`config.mk`:
```
export PLATFORM = sky130hd
export DESIGN_NAME = nor_cmd_seq
export DESIGN_NICKNAME = d
export VERILOG_FILES = /design/src/rtl/nor_seq_pkg.sv /design/src/rtl/nor_unlock_match.sv /design/src/rtl/nor_sector_align.sv /design/src/rtl/nor_busy_timer.sv /design/src/rtl/nor_cmd_seq.sv
export SDC_FILE = /design/constraint.sdc
export NUM_CORES = 1
export LEC_CHECK = 0
export BUFFER_PORTS_ARGS = -buffer_cell sky130_fd_sc_hd__buf_2
export CAP_MARGIN = 15
export CORE_MARGIN = 4
export CORE_UTILIZATION = 52
export DETAILED_ROUTE_END_ITERATION = 8
export PLACE_DENSITY_LB_ADDON = 0.2
export SLEW_MARGIN = 20
export SYNTH_ARGS = -nofsm -noshare
export SYNTH_HDL_FRONTEND = slang
export SYNTH_SLANG_ARGS = --single-unit
```
`constraint.sdc`:
```
create_clock -name clk -period 2.21 [get_ports clk]
set_clock_uncertainty 0.1 [all_clocks]
set_input_delay 0.3315 -clock clk [delete_from_list [all_inputs] [get_ports clk]]
set_output_delay 0.3315 -clock clk [all_outputs]
set_load 0.005 [all_outputs]
```
`src/rtl/nor_seq_pkg.sv`:
```
package nor_seq_pkg;

    localparam int CMP_W = 11;

    typedef enum logic [3:0] {
        ST_IDLE,
        ST_UNL1,
        ST_CMD,
        ST_PROG,
        ST_EUNL0,
        ST_EUNL1,
        ST_ECMD,
        ST_ERASE,
        ST_AUTO,
        ST_CFI
    } seq_state_e;

    typedef enum logic [1:0] {
        VIEW_ARRAY   = 2'd0,
        VIEW_AUTOSEL = 2'd1,
        VIEW_CFI     = 2'd2,
        VIEW_STATUS  = 2'd3
    } seq_view_e;

    localparam logic [7:0] D_UNLOCK_A  = 8'hAA;
    localparam logic [7:0] D_UNLOCK_B  = 8'h55;
    localparam logic [7:0] D_RESET     = 8'hF0;
    localparam logic [7:0] D_QUERY     = 8'h98;
    localparam logic [7:0] D_ERASE_PRE = 8'h80;
    localparam logic [7:0] D_AUTOSEL   = 8'h90;
    localparam logic [7:0] D_PROGRAM   = 8'hA0;
    localparam logic [7:0] D_BYPASS    = 8'h20;
    localparam logic [7:0] D_CHIP      = 8'h10;
    localparam logic [7:0] D_SECTOR    = 8'h30;
    localparam logic [7:0] D_BYP_EXIT  = 8'h00;

    localparam logic [CMP_W-1:0] QUERY_ADDR = 11'h055;

endpackage

```
`src/rtl/nor_unlock_match.sv`:
```
module nor_unlock_match
    import nor_seq_pkg::*;
#(
    parameter logic [CMP_W-1:0] UNLOCK_ADDR0 = 11'h555,
    parameter logic [CMP_W-1:0] UNLOCK_ADDR1 = 11'h2AA
) (
    input  logic [CMP_W-1:0] cmp_addr_i,
    output logic             hit0_o,
    output logic             hit1_o,
    output logic             hit_query_o
);

    always_comb begin
        hit0_o      = (cmp_addr_i == UNLOCK_ADDR0);
        hit1_o      = (cmp_addr_i == UNLOCK_ADDR1);
        hit_query_o = (cmp_addr_i == QUERY_ADDR);
    end

endmodule

```
`src/rtl/nor_sector_align.sv`:
```
module nor_sector_align #(
    parameter int ADDR_W    = 20,
    parameter int SECT_LOG2 = 12
) (
    input  logic [ADDR_W-1:0] addr_i,
    output logic [ADDR_W-1:0] base_o
);

    for (genvar i = 0; i < ADDR_W; i++) begin : g_bit
        if (i < SECT_LOG2) begin : g_clear
            assign base_o[i] = 1'b0 & addr_i[i];
        end else begin : g_keep
            assign base_o[i] = addr_i[i];
        end
    end

endmodule

```
`src/rtl/nor_busy_timer.sv`:
```
module nor_busy_timer #(
    parameter int CYCLES = 16
) (
    input  logic clk,
    input  logic rst_n,
    input  logic start_i,
    output logic busy_o,
    output logic last_o
);

    localparam int CW = $clog2(CYCLES + 1);

    logic [CW-1:0] cnt_d, cnt_q;

    always_comb begin
        cnt_d = cnt_q;
        if (start_i) begin
            cnt_d = CW'(CYCLES);
        end else if (cnt_q != '0) begin
            cnt_d = cnt_q - 1'b1;
        end
    end

    always_ff @(posedge clk or negedge rst_n) begin
        if (!rst_n) begin
            cnt_q <= '0;
        end else begin
            cnt_q <= cnt_d;
        end
    end

    assign busy_o = (cnt_q != '0);
    assign last_o = (cnt_q == CW'(1));

endmodule

```
`src/rtl/nor_cmd_seq.sv`:
```
module nor_cmd_seq
    import nor_seq_pkg::*;
#(
    parameter int               ADDR_W       = 20,
    parameter int               WIDTH_BYTES  = 1,
    parameter logic [CMP_W-1:0] UNLOCK_ADDR0 = 11'h555,
    parameter logic [CMP_W-1:0] UNLOCK_ADDR1 = 11'h2AA,
    parameter int               SECT_LOG2    = 12,
    parameter int               ERASE_CYCLES = 16
) (
    input  logic              clk,
    input  logic              rst_n,
    input  logic              wr_en_i,
    input  logic [ADDR_W-1:0] wr_addr_i,
    input  logic [7:0]        wr_data_i,
    output logic [1:0]        mode_o,
    output logic              busy_o,
    output logic              prog_req_o,
    output logic [ADDR_W-1:0] prog_addr_o,
    output logic [7:0]        prog_data_o,
    output logic              erase_req_o,
    output logic              erase_chip_o,
    output logic [ADDR_W-1:0] erase_addr_o
);

    localparam int ADDR_SHIFT = (WIDTH_BYTES == 4) ? 2 : ((WIDTH_BYTES == 2) ? 1 : 0);

    typedef struct packed {
        seq_state_e        st;
        logic              bypass;
        logic              prog_req;
        logic              erase_req;
        logic              erase_chip;
        logic [ADDR_W-1:0] addr;
        logic [7:0]        data;
    } seq_regs_t;

    seq_regs_t seq_d, seq_q;

    logic [CMP_W-1:0]  cmp_addr;
    logic              hit0, hit1, hit_query;
    logic [ADDR_W-1:0] sect_base;
    logic              tmr_busy, tmr_last;
    seq_state_e        home;

    assign cmp_addr = wr_addr_i[ADDR_SHIFT +: CMP_W];

    nor_unlock_match #(
        .UNLOCK_ADDR0 (UNLOCK_ADDR0),
        .UNLOCK_ADDR1 (UNLOCK_ADDR1)
    ) u_match (
        .cmp_addr_i  (cmp_addr),
        .hit0_o      (hit0),
        .hit1_o      (hit1),
        .hit_query_o (hit_query)
    );

    nor_sector_align #(
        .ADDR_W    (ADDR_W),
        .SECT_LOG2 (SECT_LOG2)
    ) u_align (
        .addr_i (wr_addr_i),
        .base_o (sect_base)
    );

    nor_busy_timer #(
        .CYCLES (ERASE_CYCLES)
    ) u_timer (
        .clk     (clk),
        .rst_n   (rst_n),
        .start_i (seq_d.erase_req),
        .busy_o  (tmr_busy),
        .last_o  (tmr_last)
    );

    always_comb begin
        seq_d           = seq_q;
        seq_d.prog_req  = 1'b0;
        seq_d.erase_req = 1'b0;
        home            = seq_q.bypass ? ST_CMD : ST_IDLE;

        if (seq_q.st == ST_ERASE) begin
            if (tmr_last) begin
                seq_d.st = home;
            end
        end else if (wr_en_i) begin
            if (wr_data_i == D_RESET && seq_q.st != ST_PROG) begin
                seq_d.st = home;
            end else begin
                unique case (seq_q.st)
                    ST_IDLE: begin
                        if (hit_query && wr_data_i == D_QUERY) begin
                            seq_d.st = ST_CFI;
                        end else if (hit0 && wr_data_i == D_UNLOCK_A) begin
                            seq_d.st = ST_UNL1;
                        end else begin
                            seq_d.st = ST_IDLE;
                        end
                    end
                    ST_UNL1: begin
                        seq_d.st = (hit1 && wr_data_i == D_UNLOCK_B) ? ST_CMD : home;
                    end
                    ST_CMD: begin
                        if (seq_q.bypass && hit_query && wr_data_i == D_QUERY) begin
                            seq_d.st = ST_CFI;
                        end else if (seq_q.bypass || hit0) begin
                            unique case (wr_data_i)
                                D_PROGRAM:   seq_d.st = ST_PROG;
                                D_ERASE_PRE: seq_d.st = ST_EUNL0;
                                D_AUTOSEL:   seq_d.st = ST_AUTO;
                                D_BYPASS: begin
                                    seq_d.bypass = 1'b1;
                                    seq_d.st     = ST_CMD;
                                end
                                default:     seq_d.st = home;
                            endcase
                        end else begin
                            seq_d.st = home;
                        end
                    end
                    ST_PROG: begin
                        seq_d.prog_req = 1'b1;
                        seq_d.addr     = wr_addr_i;
                        seq_d.data     = wr_data_i;
                        seq_d.st       = home;
                    end
                    ST_EUNL0: begin
                        seq_d.st = (hit0 && wr_data_i == D_UNLOCK_A) ? ST_EUNL1 : home;
                    end
                    ST_EUNL1: begin
                        seq_d.st = (hit1 && wr_data_i == D_UNLOCK_B) ? ST_ECMD : home;
                    end
                    ST_ECMD: begin
                        if (hit0 && wr_data_i == D_CHIP) begin
                            seq_d.st         = ST_ERASE;
                            seq_d.erase_req  = 1'b1;
                            seq_d.erase_chip = 1'b1;
                            seq_d.addr       = '0;
                        end else if (wr_data_i == D_SECTOR) begin
                            seq_d.st         = ST_ERASE;
                            seq_d.erase_req  = 1'b1;
                            seq_d.erase_chip = 1'b0;
                            seq_d.addr       = sect_base;
                        end else begin
                            seq_d.st = home;
                        end
                    end
                    ST_AUTO: begin
                        if (hit_query && wr_data_i == D_QUERY) begin
                            seq_d.st = ST_CFI;
                        end else if (seq_q.bypass && wr_data_i == D_BYP_EXIT) begin
                            seq_d.bypass = 1'b0;
                            seq_d.st     = ST_IDLE;
                        end else begin
                            seq_d.st = home;
                        end
                    end
                    default: begin
                        seq_d.st = home;
                    end
                endcase
            end
        end
    end

    always_ff @(posedge clk or negedge rst_n) begin
        if (!rst_n) begin
            seq_q <= '{st: ST_IDLE, bypass: 1'b0, prog_req: 1'b0, erase_req: 1'b0,
                       erase_chip: 1'b0, addr: '0, data: '0};
        end else begin
            seq_q <= seq_d;
        end
    end

    always_comb begin
        unique case (seq_q.st)
            ST_ERASE: mode_o = VIEW_STATUS;
            ST_AUTO:  mode_o = VIEW_AUTOSEL;
            ST_CFI:   mode_o = VIEW_CFI;
            default:  mode_o = VIEW_ARRAY;
        endcase
    end

    assign busy_o       = tmr_busy;
    assign prog_req_o   = seq_q.prog_req;
    assign prog_addr_o  = seq_q.addr;
    assign prog_data_o  = seq_q.data;
    assign erase_req_o  = seq_q.erase_req;
    assign erase_chip_o = seq_q.erase_chip;
    assign erase_addr_o = seq_q.addr;

endmodule

```
---- Yosys cells after proc, flatten, opt, wreduce, memory -nomap -nowiden ----
Cells that the tools add are included.
word-level totals
  bits in registers ....................... 41
  bits of input ports ..................... 31
  output and inout port bits .............. 54
  word-level logic and storage cells ...... 99
operators by class
  $add $sub $neg .......................... 1
  equality and inequality tests ........... 31
  muxes and demuxes ....................... 35
  bitwise logic cells ..................... 2
  reduce and logical (&&, ||, !) cells .... 22
operators by type and width
  kind                                                                number
  8-bit == test (second input constant)                               6
  22-bit two-way mux                                                  2
  20-bit one-hot mux with 2 select lines                              1
  36-bit two-way mux                                                  1
  32-bit two-way mux                                                  1
  4-bit two-way mux                                                   8
  31-bit two-way mux                                                  1
  4-bit one-hot mux with 7 select lines                               1
  4-bit by 3-bit == test with 1-bit output (second input constant)    4
  8-bit by 6-bit == test with 1-bit output (second input constant)    2
  4-bit one-hot mux with 4 select lines                               1
  11-bit by 10-bit == test with 1-bit output (second input constant)  1
  11-bit == test (second input constant)                              1
  11-bit by 7-bit == test with 1-bit output (second input constant)   1
  5-bit two-way mux                                                   2
  2-bit != test (second input constant)                               5
  5-bit AND reduction                                                 2
  2-bit nonzero test                                                  5
  3-bit two-way mux                                                   3
  9-bit AND reduction                                                 1
  4-bit by 2-bit == test with 1-bit output (second input constant)    2
  4-bit == test (second input constant)                               2
  8-bit by 5-bit == test with 1-bit output (second input constant)    1
  8-bit by 7-bit == test with 1-bit output (second input constant)    1
  19 further kinds                                                    36

---- Depth between registers and ports, before layout ----
  depth in word-level cells ............... 9
  gate-level depth with buffers ........... 7

---- Modules after synthesis ----
Synthesis repeated with hierarchy kept, for this count alone.
unflattened totals
  cells, all modules ...................... 294
  area, all modules ....................... 3039.2 µm²
modules (own cells, without submodules)
  module            instances  cells an instance  area an instance (µm²)  sequential area each (µm²)
  nor_cmd_seq       1          236                2522.4                  900.9
  nor_busy_timer    1          27                 280.3                   125.1
  nor_sector_align  1          21                 153.9                   0.0
  nor_unlock_match  1          10                 82.6                    0.0

---- Least setup slack after synthesis ----
OpenSTA, ideal clock, no wires.
  path kind ............................... input -> register
  start ................................... input wr_data_i[0]
  end ..................................... register seq_q (netlist bit erase_addr_o[12])
  arrival ................................. 1.833 ns
  slack ................................... 0.198 ns
  stages .................................. 6
  path buffers ............................ 1
  path through ............................ or4_4 > nor4b_4 > nor4_4 > nor2_4 > buf_8 > mux2i_1
on the way
  word-level cells in the longest chain between the ends .. 4
  elaborated cells between the ends (all ways) .. 10
  those cells by class .................... eq/ne (4); mux (2); bitwise (1); reduce/logical (3)
ends and longest elaborated chain
  what                                                                                                   line                                   text
  from (decl)                                                                                            nor_cmd_seq.sv:15                      input logic [7:0] wr_data_i,
  8-bit by 5-bit == test with 1-bit output / 8-bit == test (equally long branches)                       nor_cmd_seq.sv:134, nor_cmd_seq.sv:87
  1-bit logical AND (on tied branches)                                                                   nor_cmd_seq.sv:134, nor_cmd_seq.sv:87
  3-bit != test (no source line), or another cell as far along                                           -
  5-bit AND reduction (no source line) / 20-bit one-hot mux with 2 select lines (equally long branches)  -
  to (signal assigned)                                                                                   nor_cmd_seq.sv:168                     seq_q <= '{st: ST_IDLE, bypass: 1'b0, prog_req: 1'b0, erase_req: 1'b0,
  to (signal assigned)                                                                                   nor_cmd_seq.sv:171                     seq_q <= seq_d;
  to (decl)                                                                                              nor_cmd_seq.sv:38                      seq_regs_t seq_d, seq_q;
Several ways; a longest one is shown, not always the timed one.
A chain may end at the register's enable or synchronous reset.

---- Final worst setup path ----
  start ................................... register seq_q[32] (netlist name)
  end ..................................... register seq_q (netlist bit erase_chip_o)
on the way
  word-level cells in the longest chain between the ends .. 4
  elaborated cells between the ends (all ways) .. 7
  those cells by class .................... eq/ne (3); bitwise (2); reduce/logical (2)
ends and longest elaborated chain
  what                                      line               text
  4-bit by 2-bit != test with 1-bit output  nor_cmd_seq.sv:87  if (wr_data_i == D_RESET && seq_q.st != ST_PROG) begin
  1-bit logical AND                         nor_cmd_seq.sv:87
  1-bit NOT (no source line)                -
  5-bit AND reduction (no source line) *    -
Every way passes the cells marked *; elsewhere a longest branch is shown, timed or not.

==> summary.md <==
| Metric | Value |
|---|---|
| Slew @ Worst Pin | `522 ps` |
| Final #Nets | `372` |
| Via count | `2,229` |
| Top FF cell, synth | `dfrtp_1` |
| CTS Buffer Depth | `2` |
| Setup repair after global routing missed its margin | `false` |
| Initial DRC count | `125` |
| Slew Limit Headroom | `64.7%` |
| Finished Cell Area | `3120 sq um` |
| Dpl cell area | `3030 sq um` |
| Antenna viol nets, final | `0` |
| DRT Pass-1 Iters | `4` |
| Global route total overflow | `0` |
| Avg WL per Cell | `15.1 microns` |
| Hpwl dp | `4900 microns` |
| Yosys warns | `0` |
| Die width | `81.4 microns` |
| Maximum VDD drop | `235 uV` |
| CTS tree | `yes` |
| Initial antenna violation count | `0` |
| Drt drc | `0` |
| N_diodes | `0` |
| Period minus WS final | `2040 ps` |
| Via-to-Cell Ratio | `5.45` |
| Data required, critical path | `2280 ps` |
| Bufs and invs on worst path | `1` |
| Cell family with most CP delay | `simple AND/OR/NAND/NOR gates` |
| Final non-filler cell total | `409` |
| IO Count | `85` |
| Crit path capture type | `register` |
| Synthesis-to-finish area growth | `11.4%` |
| Most frequent cells in the layout | `buf_2, dfrtp_1, buf_4, nand2_1` |
| Leakage | `1.78 nW` |
| First-pass GRT wire length | `9720 microns` |
| CP cell instances | `and4bb_2 > nand4_2 > nor4_4 > buf_4 > mux2_2` |
| CTS Hold Bufs | `0` |
| Post-synth ARST share | `100%` |
| Hold Path Class | `in2async` |
| Total negative slack | `0 ps` |
| Total power | `1.75 mW` |
| Worst-Skew Late Latency | `290 ps` |
| Final Max Slew Viols | `0` |
| Total CTS buffers | `5` |
| Post-CTS Setup Bufs | `0` |
| Vias in the first global route | `2,008` |
| Cell Rows | `26` |
| Layout cells sized above 1 | `41.6%` |
| Critical path's slowest cell | `dfrtp_1` |
| Post-synth EDFFs | `0` |
| Number of library cell types mapped by synthesis | `57` |
| Fin crit share | `92.3%` |
| Fmax | `490 MHz` |
| Type of origin of the critical path | `register` |
| Post-Syn Instances | `286` |
| Commonest non-fill, non-tap cell in the layout | `buf_2` |
| Starting Density | `54.1%` |
| P per Cell Area | `562 nW/um^2` |
| Die area | `6620 sq um` |
| I/O Buffers | `84` |
| Critical Path Fanout Max | `10` |
| WL final | `6180 microns` |
| Synthesized net count | `320` |
| Placed instance count | `401` |
| Clock Sinks | `41` |
| Final setup fails | `0` |
| Flops & latches, synth | `41` |
| Core area | `5170 sq um` |
| Final worst slack | `169 ps` |
| GP Congestion | `0.864` |
| Largest net degree at the start of global routing | `42` |
| Mapped Area | `2800 sq um` |
| Sequential fraction of the synthesis area | `36.6%` |
| Filler cell count | `454` |
| CTS H-Tree Depth | `2` |
| Crit path arrival time | `2110 ps` |
| Reg clk slew, reported paths | `80 ps` |
| Min Hold Slack | `-18.8 ps` |
| Place WS | `-6.86 ps` |
| Failing checks | `negative hold slack` |
| Die boundary height | `81.4 microns` |
| Critical path class | `reg2reg` |
| Mapped Avg Cell Area | `9.79 sq um` |
| CP peak stage delay | `490 ps` |
| Fin. Hold Viols | `5` |
| Status | `finished, violations left` |
| Max-Cap Viols | `0` |
| Clock root cell | `clkbuf_8` |
| Total GRT Usage | `18.9%` |
| Utilization after layout | `60.3%` |
| Resized cells post-CTS | `0` |
-- cells in the mapped netlist, types with 7 or more instances --
| cell type | number | share of area (%) |
|---|---|---|
| mux2i_1 | 9 | 3.2 |
| mux2_2 | 10 | 4.0 |
| buf_4 | 49 | 13 |
| nor2_1 | 14 | 1.9 |
| a21o_1 | 12 | 3.2 |
| nand2_1 | 17 | 2.3 |
| o21ai_0 | 8 | 1.4 |
| inv_1 | 14 | 1.9 |
| dfrtp_1 | 41 | 37 |
| nand4b_1 | 7 | 2.2 |
| and3_1 | 14 | 3.1 |
| clkbuf_1 | 8 | 1.1 |
| nor3_1 | 7 | 1.3 |
-- report_power, final --
group          internal (mW)  leakage [nW]  switching, mW
clock network          0.218        0.0439          0.258
logic                  0.183          1.22          0.215
registers              0.807         0.512         0.0718
total                   1.21          1.78          0.545
-- cell families (layout without fill, tap and decap cells) --
| family | Yosys count | in the layout | share of synthesized area (%) |
|---|---|---|---|
| xor gates and xnor gates | 2 | 2 | 0.626 |
| buffers and inverters | 74 | 127 | 17.5 |
| DFF | 41 | 41 | 36.6 |
| AOI/OAI and AO/OA | 46 | 46 | 11.9 |
| and+or+nand+nor | 101 | 101 | 24.7 |
| adders and majority gates | 3 | 3 | 1.34 |
| muxes | 19 | 19 | 7.24 |
-- state kept, by name (all words and copies together) (netlist names) --
| name | flops |
|---|---|
| erase_addr_o | 20 |
| erase_chip_o | 1 |
| erase_req_o | 1 |
| prog_data_o | 8 |
| prog_req_o | 1 |
| seq_q | 5 |
| u_timer.cnt_q | 5 |
-- worst reg2reg max path, delay by kind of cell (launching register included) --
| family | cells | cell delay (ps) |
|---|---|---|
| muxes | 1 | 330 |
| buffers and inverters | 1 | 220 |
| DFF | 1 | 490 |
| and+or+nand+nor | 3 | 790 |
-- routing by layer --
metal / vias to the layer above / part of all wire, % / GRT usage, %
met4: 0 / 1.3 / 5.91
met3: 8 / 7.2 / 3.66
met5: - / 0 / 0
met1: 1037 / 45 / 26.4
met2: 88 / 46 / 29.3
li1: 1096 / - / -
-- final timing paths --
path,depth (start not counted),slack [ps],from,to
worst max-delay path,5,170,seq_q[32]$_DFFE_PN0P_,erase_chip_o$_DFFE_PN0P_
worst min-delay path,2,-20,rst_n,seq_q[35]$_DFFE_PN0P_
worst max register to register,5,170,seq_q[32]$_DFFE_PN0P_,erase_chip_o$_DFFE_PN0P_
worst min register to register,1,390,erase_addr_o[3]$_DFFE_PN0P_,erase_addr_o[3]$_DFFE_PN0P_
max in group asynchronous,2,1650,rst_n,erase_chip_o$_DFFE_PN0P_
min in group clk,3,170,wr_addr_i[19],erase_addr_o[19]$_DFFE_PN0P_
-- cell type report --
cell class | count | area [sq um] | area share [%]
Tap cell | 70 | 87.6 | 2.81
Timing Repair Buffer | 105 | 578 | 18.5
Multi-Input combinational cell | 171 | 1290 | 41.3
Clock inverter | 3 | 17.5 | 0.562
Inverter | 14 | 52.6 | 1.68
Clock buffer | 5 | 68.8 | 2.21
Sequential cell | 41 | 1030 | 32.9
Note: power is estimated with default switching activity, not from simulation.
